$ cat src/rtl/dwc_pkg.sv
package dwc_pkg;
  localparam int ADDR_W = 32;
  localparam int CMD_W  = 4;
  localparam int DATA_W = 32;
  localparam int BE_W   = DATA_W / 8;

  typedef struct packed {
    logic [ADDR_W-1:0] addr;
    logic [CMD_W-1:0]  cmd;
    logic [DATA_W-1:0] data;
    logic [BE_W-1:0]   be;
  } dwc_entry_t;
endpackage

$ cat src/rtl/dwc_parity_chk.sv
module dwc_parity_chk #(
  parameter int W = 36
) (
  input  logic [W-1:0] vec,
  input  logic         par,
  output logic         err
);
  // even parity: total ones over vec and par must be even
  always_comb err = (^vec) ^ par;
endmodule

$ cat src/rtl/dwc_perr_delay.sv
module dwc_perr_delay #(
  parameter int DLY = 2
) (
  input  logic clk,
  input  logic rst_n,
  input  logic ev,
  output logic perr_n
);
  localparam int STAGES = (DLY < 1) ? 1 : DLY;
  logic [STAGES-1:0] sh;

  generate
    if (STAGES == 1) begin : g_one
      always_ff @(posedge clk or negedge rst_n)
        if (!rst_n) sh <= '0;
        else        sh <= ev;
    end else begin : g_many
      always_ff @(posedge clk or negedge rst_n)
        if (!rst_n) sh <= '0;
        else        sh <= {sh[STAGES-2:0], ev};
    end
  endgenerate

  assign perr_n = ~sh[STAGES-1];
endmodule

$ cat src/rtl/dwc_head_store.sv
module dwc_head_store
  import dwc_pkg::*;
(
  input  logic       clk,
  input  logic       rst_n,
  input  logic       ld_valid,
  output logic       ld_ready,
  input  dwc_entry_t ld_entry,
  input  logic       sts_valid,
  input  logic       sts_tperr,
  input  logic       pop,
  output dwc_entry_t head,
  output logic       head_valid,
  output logic       have_sts,
  output logic       tperr
);
  logic take;
  assign ld_ready = ~head_valid;
  assign take     = ld_valid & ld_ready;

  always_ff @(posedge clk or negedge rst_n) begin
    if (!rst_n) begin
      head_valid <= 1'b0;
      have_sts   <= 1'b0;
      tperr      <= 1'b0;
      head       <= '0;
    end else if (pop) begin
      head_valid <= 1'b0;
      have_sts   <= 1'b0;
      tperr      <= 1'b0;
    end else begin
      if (take) begin
        head_valid <= 1'b1;
        head       <= ld_entry;
      end
      if (head_valid && !have_sts && sts_valid) begin
        have_sts <= 1'b1;
        tperr    <= sts_tperr;
      end
    end
  end


  ld_take_closes_chk: assert property (@(posedge clk) disable iff (!rst_n)
    take |=> !ld_ready);

  pop_needs_entry_chk: assert property (@(posedge clk) disable iff (!rst_n)
    pop |-> (head_valid && have_sts));
endmodule

$ cat src/rtl/dwc_completer.sv
module dwc_completer
  import dwc_pkg::*;
#(
  parameter int PERR_DLY = 2
) (
  input  logic              clk,
  input  logic              rst_n,
  input  logic              ld_valid,
  output logic              ld_ready,
  input  logic [ADDR_W-1:0] ld_addr,
  input  logic [CMD_W-1:0]  ld_cmd,
  input  logic [DATA_W-1:0] ld_data,
  input  logic [BE_W-1:0]   ld_be,
  input  logic              sts_valid,
  input  logic              sts_tperr,
  input  logic              req_valid,
  input  logic [ADDR_W-1:0] req_addr,
  input  logic [CMD_W-1:0]  req_cmd,
  input  logic [DATA_W-1:0] req_data,
  input  logic [BE_W-1:0]   req_be,
  input  logic              req_par,
  input  logic              pe_resp_pri,
  input  logic              pe_resp_sec,
  input  logic              perr_det_clr,
  output logic              trdy_n,
  output logic              stop_n,
  output logic              perr_n,
  output logic              done,
  output logic              done_tperr,
  output logic              perr_det
);
  localparam int PV_W = DATA_W + BE_W;

  dwc_entry_t ld_entry, head, req_entry;
  logic head_valid, have_sts, tperr, pop;
  logic hit, ph_pend, par_err, perr_ev, set_det;
  logic [DATA_W-1:0] ph_data;
  logic [BE_W-1:0]   ph_be;

  assign ld_entry  = '{addr: ld_addr, cmd: ld_cmd, data: ld_data, be: ld_be};
  assign req_entry = '{addr: req_addr, cmd: req_cmd, data: req_data, be: req_be};

  dwc_head_store u_store (
    .clk(clk), .rst_n(rst_n), .ld_valid(ld_valid), .ld_ready(ld_ready),
    .ld_entry(ld_entry), .sts_valid(sts_valid), .sts_tperr(sts_tperr),
    .pop(pop), .head(head), .head_valid(head_valid), .have_sts(have_sts),
    .tperr(tperr)
  );

  // match ignores parity; one phase in flight at a time
  always_comb hit = req_valid && head_valid && have_sts && !ph_pend
                    && (req_entry == head);

  dwc_parity_chk #(.W(PV_W)) u_par (
    .vec({ph_data, ph_be}), .par(req_par), .err(par_err)
  );

  always_comb begin
    pop     = ph_pend && !par_err;
    set_det = ph_pend && par_err;
    perr_ev = ph_pend && pe_resp_pri && (par_err || (tperr && pe_resp_sec));
  end

  always_ff @(posedge clk or negedge rst_n) begin
    if (!rst_n) begin
      trdy_n     <= 1'b1;
      stop_n     <= 1'b1;
      ph_pend    <= 1'b0;
      ph_data    <= '0;
      ph_be      <= '0;
      done       <= 1'b0;
      done_tperr <= 1'b0;
      perr_det   <= 1'b0;
    end else begin
      trdy_n     <= ~hit;
      stop_n     <= ~(req_valid && !hit);
      ph_pend    <= hit;
      if (hit) begin
        ph_data <= req_data;
        ph_be   <= req_be;
      end
      done       <= pop;
      done_tperr <= pop && tperr;
      if (set_det)           perr_det <= 1'b1;
      else if (perr_det_clr) perr_det <= 1'b0;
    end
  end

  dwc_perr_delay #(.DLY(PERR_DLY)) u_perr (
    .clk(clk), .rst_n(rst_n), .ev(perr_ev), .perr_n(perr_n)
  );


  trdy_stop_excl_chk: assert property (@(posedge clk) disable iff (!rst_n)
    !(!trdy_n && !stop_n));

  done_after_trdy_chk: assert property (@(posedge clk) disable iff (!rst_n)
    done |-> $past(!trdy_n));

  perr_one_cycle_chk: assert property (@(posedge clk) disable iff (!rst_n)
    !perr_n |=> perr_n);

  det_sticky_chk: assert property (@(posedge clk) disable iff (!rst_n)
    (perr_det && !perr_det_clr) |=> perr_det);

  done_tperr_gated_chk: assert property (@(posedge clk) disable iff (!rst_n)
    done_tperr |-> done);
endmodule

$ cat config.mk
export PLATFORM = sky130hd
export DESIGN_NAME = dwc_completer
export DESIGN_NICKNAME = d
export VERILOG_FILES = /design/src/rtl/dwc_pkg.sv /design/src/rtl/dwc_parity_chk.sv /design/src/rtl/dwc_perr_delay.sv /design/src/rtl/dwc_head_store.sv /design/src/rtl/dwc_completer.sv
export SDC_FILE = /design/constraint.sdc
export NUM_CORES = 1
export LEC_CHECK = 0
export ABC_CLOCK_PERIOD_IN_PS = 3200
export BUFFER_PORTS_ARGS = -buffer_cell sky130_fd_sc_hd__buf_2
export CAP_MARGIN = 10
export CORE_MARGIN = 2
export CORE_UTILIZATION = 55
export CTS_BUF_LIST = sky130_fd_sc_hd__clkbuf_2 sky130_fd_sc_hd__clkbuf_4 sky130_fd_sc_hd__clkbuf_8
export DETAILED_ROUTE_END_ITERATION = 8
export GPL_TIMING_DRIVEN = 0
export PLACE_DENSITY = 0.83
export REMOVE_ABC_BUFFERS = 1
export SLEW_MARGIN = 20
export SYNTH_ARGS = -nofsm -noshare
export SYNTH_HDL_FRONTEND = slang
export SYNTH_SLANG_ARGS = --single-unit
$ cat constraint.sdc
create_clock -name clk -period 3.2 [get_ports clk]
set_clock_uncertainty 0.15 [all_clocks]
set_input_delay 0.32 -clock clk [delete_from_list [all_inputs] [get_ports clk]]
set_output_delay 0.32 -clock clk [all_outputs]
set_load 0.03 [all_outputs]
== After elaboration in Yosys (flattened, before gate mapping) ==
Index checks and enable logic that the tools add are counted.
Word-level totals
  latch bits: 0
  memories kept: 0
  output and inout port bits: 7
  bits in writable memories: 0
  bits in registers: 119
  logic and storage cells: 55
  bits in read-only memories: 0
Cells by class
  multiply operators: 0
  $add $sub $neg: 0
  reductions and logical operators: 23
  equality and inequality tests: 1
  div/mod/pow operators: 0
  shift-type cells: 0
  mux-type cells: 8
  bitwise gates (word level): 7
  magnitude comparators: 0
Operator list (number)
  $eq 72x72->1: 1
  $reduce_xor 36->1: 1
  $logic_and 1x1->1: 13
  $mux 1: 8
  $reduce_bool 2->1: 3
  $not 1->1: 5
  $logic_not 1->1: 4
  $reduce_and 2->1: 1
  $and 1x1->1: 1
  $logic_or 1x1->1: 1
  $xor 1x1->1: 1

== Depth between registers and ports, before layout ==
Gate-level depths: netlist (run 1).
  word-level depth: 7
  mapped depth: 9

== By module ==
From an unflattened synthesis (run 1), not the netlist that was laid out.
Unflattened totals
  cells, all modules: 428
  area, all modules: 6216.0 µm²
Modules (own cells, without submodules)
  dwc_head_store: instances 1, cells an instance 165, area each 3164.3 µm²
  dwc_completer: instances 1, cells an instance 225, area each 2677.6 µm²
  dwc_parity_chk: instances 1, cells an instance 35, area each 320.3 µm²
  dwc_perr_delay: instances 1, cells an instance 3, area each 53.8 µm²

== Least setup slack after synthesis (run 1) ==
No wires, ideal clock.
  path kind: reg-to-reg
  start point: register ph_data[2]
  end point: register, netlist name u_store.head[0]
  cell stages (with the launch flop): 10
  library setup time: 125 ps
  arrival time: 2355 ps
  buffers on the path: 2
  setup slack: 569 ps
  cells stage by stage: dfrtp_1 > xor2_1 > xnor2_1 > xnor2_1 > xnor3_2 > mux2i_4 > nor3b_2 > buf_6 > buf_12 > mux2_4
Between the ends
  cells in the longest elaborated chain, start to end: 6
RTL lines
  start, declared: line dwc_completer.sv:37  | logic [DATA_W-1:0] ph_data;
  start signal, assigned: line dwc_completer.sv:79  | ph_data <= req_data;
  $reduce_xor 36->1: line dwc_parity_chk.sv:9  | always_comb err = (^vec) ^ par;
  $xor 1x1->1: line dwc_parity_chk.sv:9
  $logic_not 1->1: line dwc_completer.sv:59  | pop = ph_pend && !par_err;
  $logic_and 1x1->1: line dwc_completer.sv:59
  via pop: line dwc_completer.sv:35  | logic head_valid, have_sts, tperr, pop;
  $not 1->1 (no line)
  $reduce_and 2->1 (no line)
The timed path passes the listed nets, and every way through them passes these cells.
A chain may end at the register's enable or synchronous reset.

== Worst setup path in the final report (run 1) ==
  start point: register ph_data[2]
  end point: register, netlist name u_store.head[53]
Between the ends
  cells in the longest elaborated chain, start to end: 6
RTL lines (line)
  $reduce_xor 36->1: dwc_parity_chk.sv:9
  $xor 1x1->1: dwc_parity_chk.sv:9
  $logic_not 1->1: dwc_completer.sv:59
  $logic_and 1x1->1: dwc_completer.sv:59
  via pop: dwc_completer.sv:35
  $not 1->1 (no line)
  $reduce_and 2->1 (no line)
The timed path passes the listed nets, and every way through them passes these cells.

==> metrics.txt, run 1 <==
status finished, final reports clean; ys flop type dfrtp_1; crit-path max FO 20; Die Span X 108 um; IO Pins 161; R2R Setup Slk 120 ps; worst-margin pin slew 559 ps; Root Buffer clkbuf_8; die area 11600 sq um; final worst-path cycle share 96.3%; post-synthesis area per instance 14.9 sq um; cts bufs inserted 17; Post-synth EDFFs 0; Synth Area in XOR/XNOR 16.4%; Die Y 108 um; Post-Synth Adder-Cell Area 0%; Slew HR 62.7%; final std cells w/o fill 840; post-route design area 8420 sq um; GRT Total Usage 26.7%; Sink Count 119; sink of the worst hold path ph_data[10]; CP Depth 10; # diodes 0; Area after DPL 6850 sq um; Placement Rows 37; largest net degree at the start of global routing 62; post-synthesis register bit count 119; min cycle time layout 3080 ps; critical path type register to register; area of the core 10400 sq um; routability cong. 0.794; clk buf depth 2; fmax 324 MHz; DR iter-0 viols 189; Worst EP required 3350 ps; Mapped Cells 397; Peak VDD IR 314 uV; total wire length 15000 um; DRT antenna net count 0; NumNets Final 845; CP max-delay cell xnor3_2; hold slack 34.9 ps; Cell variety after synth 26; Overflow after GRT 0; CTS tree built; port bufs 160; Vias 4266; layout cell share with drive strength beyond 1 46.9%; antenna violations before repair 0; CP cell instances xor2_2 > xnor2_2 > xnor2_1 > xnor3_2 > mux2i_4 > nor3b_4 > buf_4 > buf_6 > buf_8 > mux2_4; Yosys Warn Count 0; Seq/Total Area, Yosys 50.6%; Cell Pwr Density 424 nW/um^2; worst path buffer plus inverter count 3; largest family of logic cells by synthesized area multiplexers; drt wl/cell 17.9 um; startpoint types register; number of max-cap violations 0; delay-heaviest family, CP XOR/XNOR gates; setup violators final 0; Residual DRC 0; first-pass GRT wire length 23200 um; Vias/cell 5.08; drt pass-1 iters 4; clock slew at reported path FFs 70 ps; fin. max-slew vios 0; DP HPWL 8970 um; Hold Path Depth 2; synthesis-to-layout area growth 42.8%; H-tree depth 4; CP startpoint ph_data[2]; initial core utilization 56.9%; Synth Area in Compound Gates 0.276%; most frequent cells in the layout buf_2, dfrtp_1, dlygate4sd3_1; peak per-stage delay on the critical path 420 ps; worst r2r dst u_store.head[53]; synthesized cell area 5900 sq um; worst skew pair latency 430 ps; RSZ-0062 raised after global routing false; post-synthesis async set-or-reset flop share 100%; P_leak 4.04 nW; vias in the first global route 4728; R2R cell count 10; CP arrival 3240 ps; final-layout fill cell count 585; type of the worst min-delay path primary input to register; final hold vios 0; commonest non-fill, non-tap cell in the layout buf_2; min-delay src req_data[10]; worst r2r src ph_data[2]; post-synthesis mux area share 25.6%; Cells after DPL 691; post-synthesis simple-gate area fraction 3.99%; CP Capture Type register
[cell families (layout without fill, tap and decap cells)]
family / after synthesis / after routing
flip-flops: 119 / 119
multiplexers: 110 / 110
XOR/XNOR: 104 / 104
AND/OR/NAND/NOR: 44 / 44
buffers and inverters: 17 / 324
AO/OA/AOI/OAI: 3 / 3
[Yosys cell counts, types with 2 or more instances]
master,n,share of area (%)
a21oi_1,2,0.17
buf_12,7,2.4
clkbuf_1,3,0.19
dfrtp_1,117,50
dfstp_2,2,0.89
inv_1,5,0.32
mux2_2,38,7.3
mux2_4,70,18
nand2_1,10,0.64
nand3_1,3,0.25
nand4_1,12,1.3
nor2_1,7,0.45
nor4_1,8,0.85
xnor2_1,79,12
xnor3_1,3,1.1
xor2_1,21,3.1
[registers in the layout (all words and copies together) (netlist names), 2 cells and up]
register      cells
ph_data          32
ph_be             4
u_perr.sh         2
u_store.head     72
[worst register-to-register path, delay by kind of cell, from the launching register on]
kind	cells	cell delay [ps]
xor+xnor	4	1020
mux	2	590
buf+inv	3	540
flops	1	410
simple gates	1	260
[metrics by stage]
step	utilization, %	power (mW)	worst slack, ps	TNS (ps)
after floorplan	-	1.99	-3600	-255380
after global placement	64.6	2.16	-5080	-409780
after detailed placement	66.1	2.19	-599	-23400
after CTS	80.6	3.58	36.9	0
after global routing	81.2	3.73	49.3	0
final	81.2	3.57	118	0
[report_power, final]
group          switching (mW)  leakage [nW]  internal, mW
Sequential             0.0877          1.53          1.61
Combinational           0.198          2.30         0.389
Clock                   0.552         0.206         0.731
[cell type report]
class | instances | area [sq um] | share of cell area (%)
clock buffers | 27 | 328 | 3.89
clock inverters | 5 | 50.0 | 0.595
inverters | 5 | 18.8 | 0.223
multi-input cells | 261 | 2780 | 33.0
flip-flops and latches | 119 | 2980 | 35.4
well taps | 136 | 170 | 2.02
repair buffers | 287 | 2090 | 24.9
[worst max path at each step]
stage / endpoint / slack [ps]
floorplan: u_store.head[39] / -3600
global placement: u_store.head[39] / -5080
detailed placement: u_store.head[45] / -600
CTS: u_store.head[54] / 40
global route: u_store.head[54] / 50
finish: u_store.head[53] / 120
[metal layers]
metal / GRT usage, % / vias to the layer above / wire [um]
met5: 0 / - / 0
met4: 10.9 / 0 / 396
met3: 6.66 / 33 / 694
met2: 48.1 / 160 / 8020
met1: 30.1 / 2123 / 5930
li1: - / 1950 / -
[repair_timing]
item                                   CTS  global route
resized for setup                        2             5
hold buffers                           109             0
setup buffers                            3             6
endpoints found under the hold margin  165             0
pin swaps                                3             4
setup endpoints to repair               63            38
No activity file was read; power rests on OpenSTA's default activity.
==> run 2: changes to the inputs <==
--- a/config.mk
+++ b/config.mk
@@ -8,6 +8,7 @@
 export ABC_CLOCK_PERIOD_IN_PS = 3200
 export BUFFER_PORTS_ARGS = -buffer_cell sky130_fd_sc_hd__buf_2
 export CAP_MARGIN = 10
+export CORE_ASPECT_RATIO = 0.7
 export CORE_MARGIN = 2
 export CORE_UTILIZATION = 55
 export CTS_BUF_LIST = sky130_fd_sc_hd__clkbuf_2 sky130_fd_sc_hd__clkbuf_4 sky130_fd_sc_hd__clkbuf_8
==> metrics.txt, run 2 (synthesis gave the netlist of run 1 again) <==
status finished, final reports clean; Slew HR 60.6% (-2.2 points); Peak VDD IR 359 uV (+14%); Net Switching 0.867 mW (+3.5%); Sw Ratio 24.1% (+0.71 points); worst skew pair latency 420 ps (about the same); most frequent cells in the layout buf_2, dfrtp_1, dlygate4sd3_1; Residual DRC 0 (unchanged); Vias 4139 (-3.0%); setup violators final 0 (unchanged); antenna violations before repair 0 (unchanged); type of the worst min-delay path primary input to register; final std cells w/o fill 822 (-2.1%); worst r2r src ph_data[9]; cts bufs inserted 17 (unchanged); crit-path max FO 10 (-50%); fmax 327 MHz (+0.86%); CTS tree built; Power Internal 2.72 mW (-0.47%); max reg flops 72 (unchanged); commonest non-fill, non-tap cell in the layout buf_2; final hold vios 0 (unchanged); port bufs 160 (unchanged); CP arrival 3210 ps (-30 ps); initial core utilization 56.7% (-0.14 points); Setup crit end u_store.head[66]; area of the core 10400 sq um (+0.24%); total wire length 14500 um (-3.6%); Root Buffer clkbuf_8; CP startpoint ph_data[9]; clock slew at reported path FFs 70 ps (about the same); slack of the critical path 144 ps (+26.2 ps); Flop pwr share 47.3% (-0.4 points); DRT antenna net count 0 (unchanged); post-route design area 8270 sq um (-1.7%); Vias/cell 5.04 (-0.85%); worst-margin pin slew 592 ps (+33.0 ps); Setup WS pre-CTS -307 ps (+292 ps); clk buf depth 2 (unchanged); R2R Setup Slk 140 ps (+30 ps); NumNets Final 831 (-1.7%); IO Pins 161 (unchanged); GRT Total Usage 26.3% (-0.42 points); Area after DPL 6870 sq um (+0.20%); fin. max-slew vios 0 (unchanged); DP HPWL 9400 um (+4.8%); RSZ-0062 raised after global routing false; worst r2r dst u_store.head[66]; number of max-cap violations 0 (unchanged); Cells after DPL 689 (-0.29%); first-pass GRT wire length 23200 um (unchanged); synthesis-to-layout area growth 40.3%; largest net degree at the start of global routing 64 (+3.2%); Die Y 90.6 um (-16%); CP Capture Type register; min cycle time layout 3060 ps (-26.2 ps); R2R cell count 10 (unchanged); final core occ 79.6% (-1.6 points); P_leak 3.97 nW (-1.7%); H-tree depth 4 (unchanged); startpoint types register; routability cong. 0.816 (+2.7%); final worst-path cycle share 95.5% (-0.82 points); logic gate share of total power 16.1% (-0.3 points); # diodes 0 (unchanged); vias in the first global route 4673 (-1.2%); Top Registers u_store.head: 72 flops, ph_data: 32 flops, ph_be: 4 flops; drt wl/cell 17.6 um (-1.5%); drt pass-1 iters 4 (unchanged); DR iter-0 viols 167 (-12%); critical path type register to register; Reg with most FFs u_store.head; layout cell share with drive strength beyond 1 47.0% (+0.082 points); Hold Path Depth 3 (+1); die area 11600 sq um (+0.11%); Clock power frac 36.6% (+0.7 points); Die Span X 128 um (+19%); Worst EP required 3350 ps (about the same); Sink Count 119 (unchanged); Overflow after GRT 0 (unchanged); Placement Rows 31 (-16%); Cell Pwr Density 434 nW/um^2 (+2.2%)
run 2: per-layer routing:
| metal | routed length, um | global-route usage (%) | up-vias |
|---|---|---|---|
| li1 | - | - | 1925 |
| met1 | 6370 | 32.8 | 2044 |
| met2 | 7040 | 44.6 | 141 |
| met3 | 772 | 7.29 | 29 |
| met4 | 313 | 8.33 | 0 |
| met5 | 0 | 0 | - |
run 2: timing repair:
action,CTS,global route
buffers inserted,4,1
hold endpoints to repair,153,2
setup endpoints to repair,64,41
pin swaps,3,2
hold buffers,95,2
gates resized for setup,2,1
run 2: worst min path at each step:
stage                            start          endpoint
after detailed placement  u_perr.sh[0]      u_perr.sh[1]
final                        sts_valid  u_store.have_sts
after floorplan                  rst_n              done
after global routing      req_data[21]       ph_data[21]
after CTS                 req_data[30]       ph_data[30]
after global placement    u_perr.sh[0]      u_perr.sh[1]
run 2: worst max-delay path: stages (launching register included):
cell and delay, ps:
dfrtp_1 420, xnor2_2 170, xnor2_1 200, xnor2_1 160
xnor3_2 510, mux2i_4 240, nor3b_4 210, buf_6 180
buf_6 200, buf_6 180, mux2_4 310
run 2: through the flow:
stage,power [mW],TNS [ps],hold slack (ps)
final,3.59,0,23.7
after global routing,3.76,0,4.66
after CTS,3.61,0,0.487
after detailed placement,2.20,-10140,194
after global placement,2.16,-424480,185
after floorplan,1.99,-255380,-126
run 2: layout make-up:
| class | instances | area [sq um] |
|---|---|---|
| clock buffer | 24 | 318 |
| clock inverter | 8 | 70.1 |
| fill | 606 | 2120 |
| inverter | 5 | 18.8 |
| multi-input combinational | 261 | 2750 |
| sequential | 119 | 2980 |
| tap | 132 | 165 |
| timing repair buffer | 273 | 1970 |
run 2: power by group through the flow:
stage / clock network (mW) / logic (mW) / registers (mW)
3_3_place_gp: 0 / 0.449 / 1.71
2_1_floorplan: 0 / 0.285 / 1.70
6_report: 1.31 / 0.577 / 1.70
3_5_place_dp: 0 / 0.474 / 1.72
5_1_grt: 1.42 / 0.625 / 1.71
4_1_cts: 1.34 / 0.571 / 1.70
==> run 3: changes to the inputs <==
--- a/config.mk
+++ b/config.mk
@@ -14,9 +14,11 @@
 export CTS_BUF_LIST = sky130_fd_sc_hd__clkbuf_2 sky130_fd_sc_hd__clkbuf_4 sky130_fd_sc_hd__clkbuf_8
 export DETAILED_ROUTE_END_ITERATION = 8
 export GPL_TIMING_DRIVEN = 0
+export HOLD_SLACK_MARGIN = 0.15
 export PLACE_DENSITY = 0.83
 export REMOVE_ABC_BUFFERS = 1
 export SLEW_MARGIN = 20
 export SYNTH_ARGS = -nofsm -noshare
 export SYNTH_HDL_FRONTEND = slang
+export SYNTH_HIERARCHICAL = 1
 export SYNTH_SLANG_ARGS = --single-unit
==> metrics.txt, run 3 <==
Overflow after GRT 0 (unchanged); post-synthesis register bit count 119 (unchanged); layout cell share with drive strength beyond 1 44.9% (-2.1 points); Cell Pwr Density 420 nW/um^2 (-3.3%); CP cell instances xnor2_2 > xnor2_2 > xnor2_1 > xnor3_2 > xnor2_4 > nor2b_4 > nor3b_4 > buf_4 > buf_6 > buf_12 > buf_12 > mux2_2; post-synthesis simple-gate area fraction 7.53% (+3.5 points); commonest non-fill, non-tap cell in the layout buf_2; final worst-path cycle share 98.5% (+3.0 points); Die Y 92.9 um (+2.6%); Yosys Warn Count 6 (+6); synth cell count leaders dfrtp_1, mux2_4, xnor2_1, xor2_1; synthesis-to-layout area growth 45.1%; antenna violations before repair 0 (unchanged); final core occ 81.9% (+2.3 points); IO Pins 161 (unchanged); Setup crit end u_store/head[61]; clk buf depth 2 (unchanged); Slew HR 45.8% (-15 points); CP Capture Type register; vias in the first global route 5283 (+13%); startpoint types register; post-synthesis area per instance 14.5 sq um (-2.2%); CP Depth 12 (+2); RSZ-0062 raised after global routing true; Worst EP required 3360 ps (about the same); type of the worst min-delay path primary input to register; delay-heaviest family, CP XOR/XNOR gates; Seq/Total Area, Yosys 47.9% (-2.6 points); fin. max-slew vios 0 (unchanged); Vias/cell 5.17 (+2.7%); fmax 317 MHz (-3.0%); largest family of logic cells by synthesized area multiplexers; routability cong. 0.904 (+11%); Setup WS pre-CTS -372 ps (-65.6 ps); area of the core 11000 sq um (+5.9%); Top Registers u_store/head: 72 flops, ph_data: 32 flops, ph_be: 4 flops; worst r2r dst u_store/head[61]; CP arrival 3320 ps (+110 ps); CTS tree built; P_leak 4.36 nW (+9.9%); # diodes 0 (unchanged); final hold vios 0 (unchanged); Reg with most FFs u_store/head; number of max-cap violations 0 (unchanged); clock slew at reported path FFs 80 ps (about the same); Sink Count 119 (unchanged); worst r2r src ph_data[3]; NumNets Final 892 (+7.3%); DR iter-0 viols 293 (+75%); crit-path max FO 9 (-1); Placement Rows 32 (+3.2%); Mapped Cells 428 (+7.8%); CP max-delay cell xnor3_2; total wire length 18200 um (+26%); status finished, final reports clean; busiest grt layer met2; Yosys top cell area share 47.1% (-2.6 points); DP HPWL 11000 um (+17%); GR Util met3 6.59% (-0.70 points); setup violators final 0 (unchanged); Die Span X 131 um (+2.6%); setup tns final 0 ps (unchanged); met1 Usage GRT 39.7% (+6.9 points); post-synthesis async set-or-reset flop share 100% (unchanged); H-tree depth 4 (unchanged); critical path type register to register; largest net degree at the start of global routing 78 (+22%); Post-Synth Adder-Cell Area 0% (unchanged); Synth Area in XOR/XNOR 15.3% (-1.1 points); CP startpoint ph_data[3]; worst-margin pin slew 807 ps (+215 ps); port bufs 160 (unchanged); Cell variety after synth 32 (+23%); slack of the critical path 48.4 ps (-95.5 ps); min cycle time layout 3150 ps (+95.5 ps); Synth Area in Compound Gates 0.242% (-0.034 points); most frequent cells in the layout buf_2, dlygate4sd3_1, dfrtp_1; die area 12200 sq um (+5.2%); initial core utilization 56.5% (-0.26 points); ys flop type dfrtp_1; Residual DRC 0 (unchanged); area leader, netlist dfrtp_1; dominant cells by area after synthesis dfrtp_1, mux2_4, xnor2_1; met2 Use GR 50.4% (+5.8 points); Vias 4663 (+13%); R2R cell count 12 (+2); most common cell in the netlist dfrtp_1; DRT antenna net count 0 (unchanged); synthesized cell area 6220 sq um (+5.4%); R2R Setup Slk 50 ps (-100 ps); worst path buffer plus inverter count 4 (+1); Peak VDD IR 318 uV (-12%); worst skew pair latency 440 ps (+20 ps); Post-synth EDFFs 0 (unchanged); post-synthesis mux area share 25.7% (+0.068 points); GRT Total Usage 30.2% (+3.9 points); first-pass GRT wire length 27200 um (+18%); max reg flops 72 (unchanged); drt pass-1 iters 4 (unchanged); drt wl/cell 20.2 um (+15%); Root Buffer clkbuf_8; peak per-stage delay on the critical path 530 ps (+20 ps); cts bufs inserted 17 (unchanged)
[run 3: cell count changes after synthesis, sizes merged, moves of 3 or more]
| cell | previous run | this run |
|---|---|---|
| xor2 | 21 | 45 |
| xnor2 | 79 | 61 |
| nor4 | 8 | 17 |
| nor2 | 7 | 12 |
| nand4 | 12 | 16 |
| clkbuf | 3 | 0 |
| nand4b | 0 | 3 |
| xnor3 | 4 | 1 |
[run 3: what timing repair did]
item,4_1_cts,5_1_grt
pin swaps,2,5
hold buffers,119,0
gates cloned,1,3
setup buffers,3,9
setup endpoints to repair,86,66
resized for setup,8,11
hold endpoints to repair,189,0
[run 3: cells by family (layout without fill, tap and decap cells)]
kind of cell | count (synthesis) | after routing
AND/OR/NAND/NOR | 74 | 75
XOR/XNOR | 107 | 107
AO/OA/AOI/OAI | 3 | 3
multiplexers | 109 | 109
buffers and inverters | 16 | 336
flip-flops | 119 | 119
[run 3: worst min-delay path by stage]
stage	start	to	cells after the start
CTS	req_addr[8]	trdy_n	5
finish	req_addr[8]	trdy_n	5
detailed placement	u_perr/sh[0]	u_perr/sh[1]	0
floorplan	rst_n	done	0
global route	req_addr[8]	trdy_n	5
global placement	u_perr/sh[0]	u_perr/sh[1]	0
[run 3: area by class of cell]
| cell class | instances | area, sq um |
|---|---|---|
| clock inverter | 11 | 133 |
| inverter | 5 | 18.8 |
| multi-input combinational | 294 | 3130 |
| tap | 153 | 191 |
| sequential | 119 | 2980 |
| timing repair buffer | 301 | 2310 |
| clock buffer | 19 | 255 |
| fill | 585 | 1990 |
[run 3: per-stage QoR]
stage                     total power, mW  area, sq um  cells  hold WS, ps
after floorplan                      2.03         6030    417         -126
after global placement               2.25         7020    730          185
after detailed placement             2.28         7140    738          210
after CTS                            3.77         8780    890          154
after global routing                 3.92         9020    902          200
final                                3.78         9020    902          168
[run 3: worst register-to-register path: cells and delay by family, from the launching register on]
family        cells  cell delay (ps)
buf+inv           4              540
mux               1              330
xor+xnor          5             1290
flops             1              420
simple gates      2              300
[run 3: layer usage]
| metal | wire [um] | share of wire, % | vias up |
|---|---|---|---|
| met5 | 0 | 0 | - |
| met4 | 218 | 1.2 | 0 |
| met3 | 1100 | 6.0 | 25 |
| met2 | 9020 | 49 | 186 |
| met1 | 7900 | 43 | 2331 |
| li1 | - | - | 2121 |
[run 3: power by group]
group | switching (mW) | internal (mW) | leakage (nW)
Clock | 0.608 | 0.780 | 0.204
Combinational | 0.291 | 0.401 | 2.63
Sequential | 0.0901 | 1.61 | 1.53
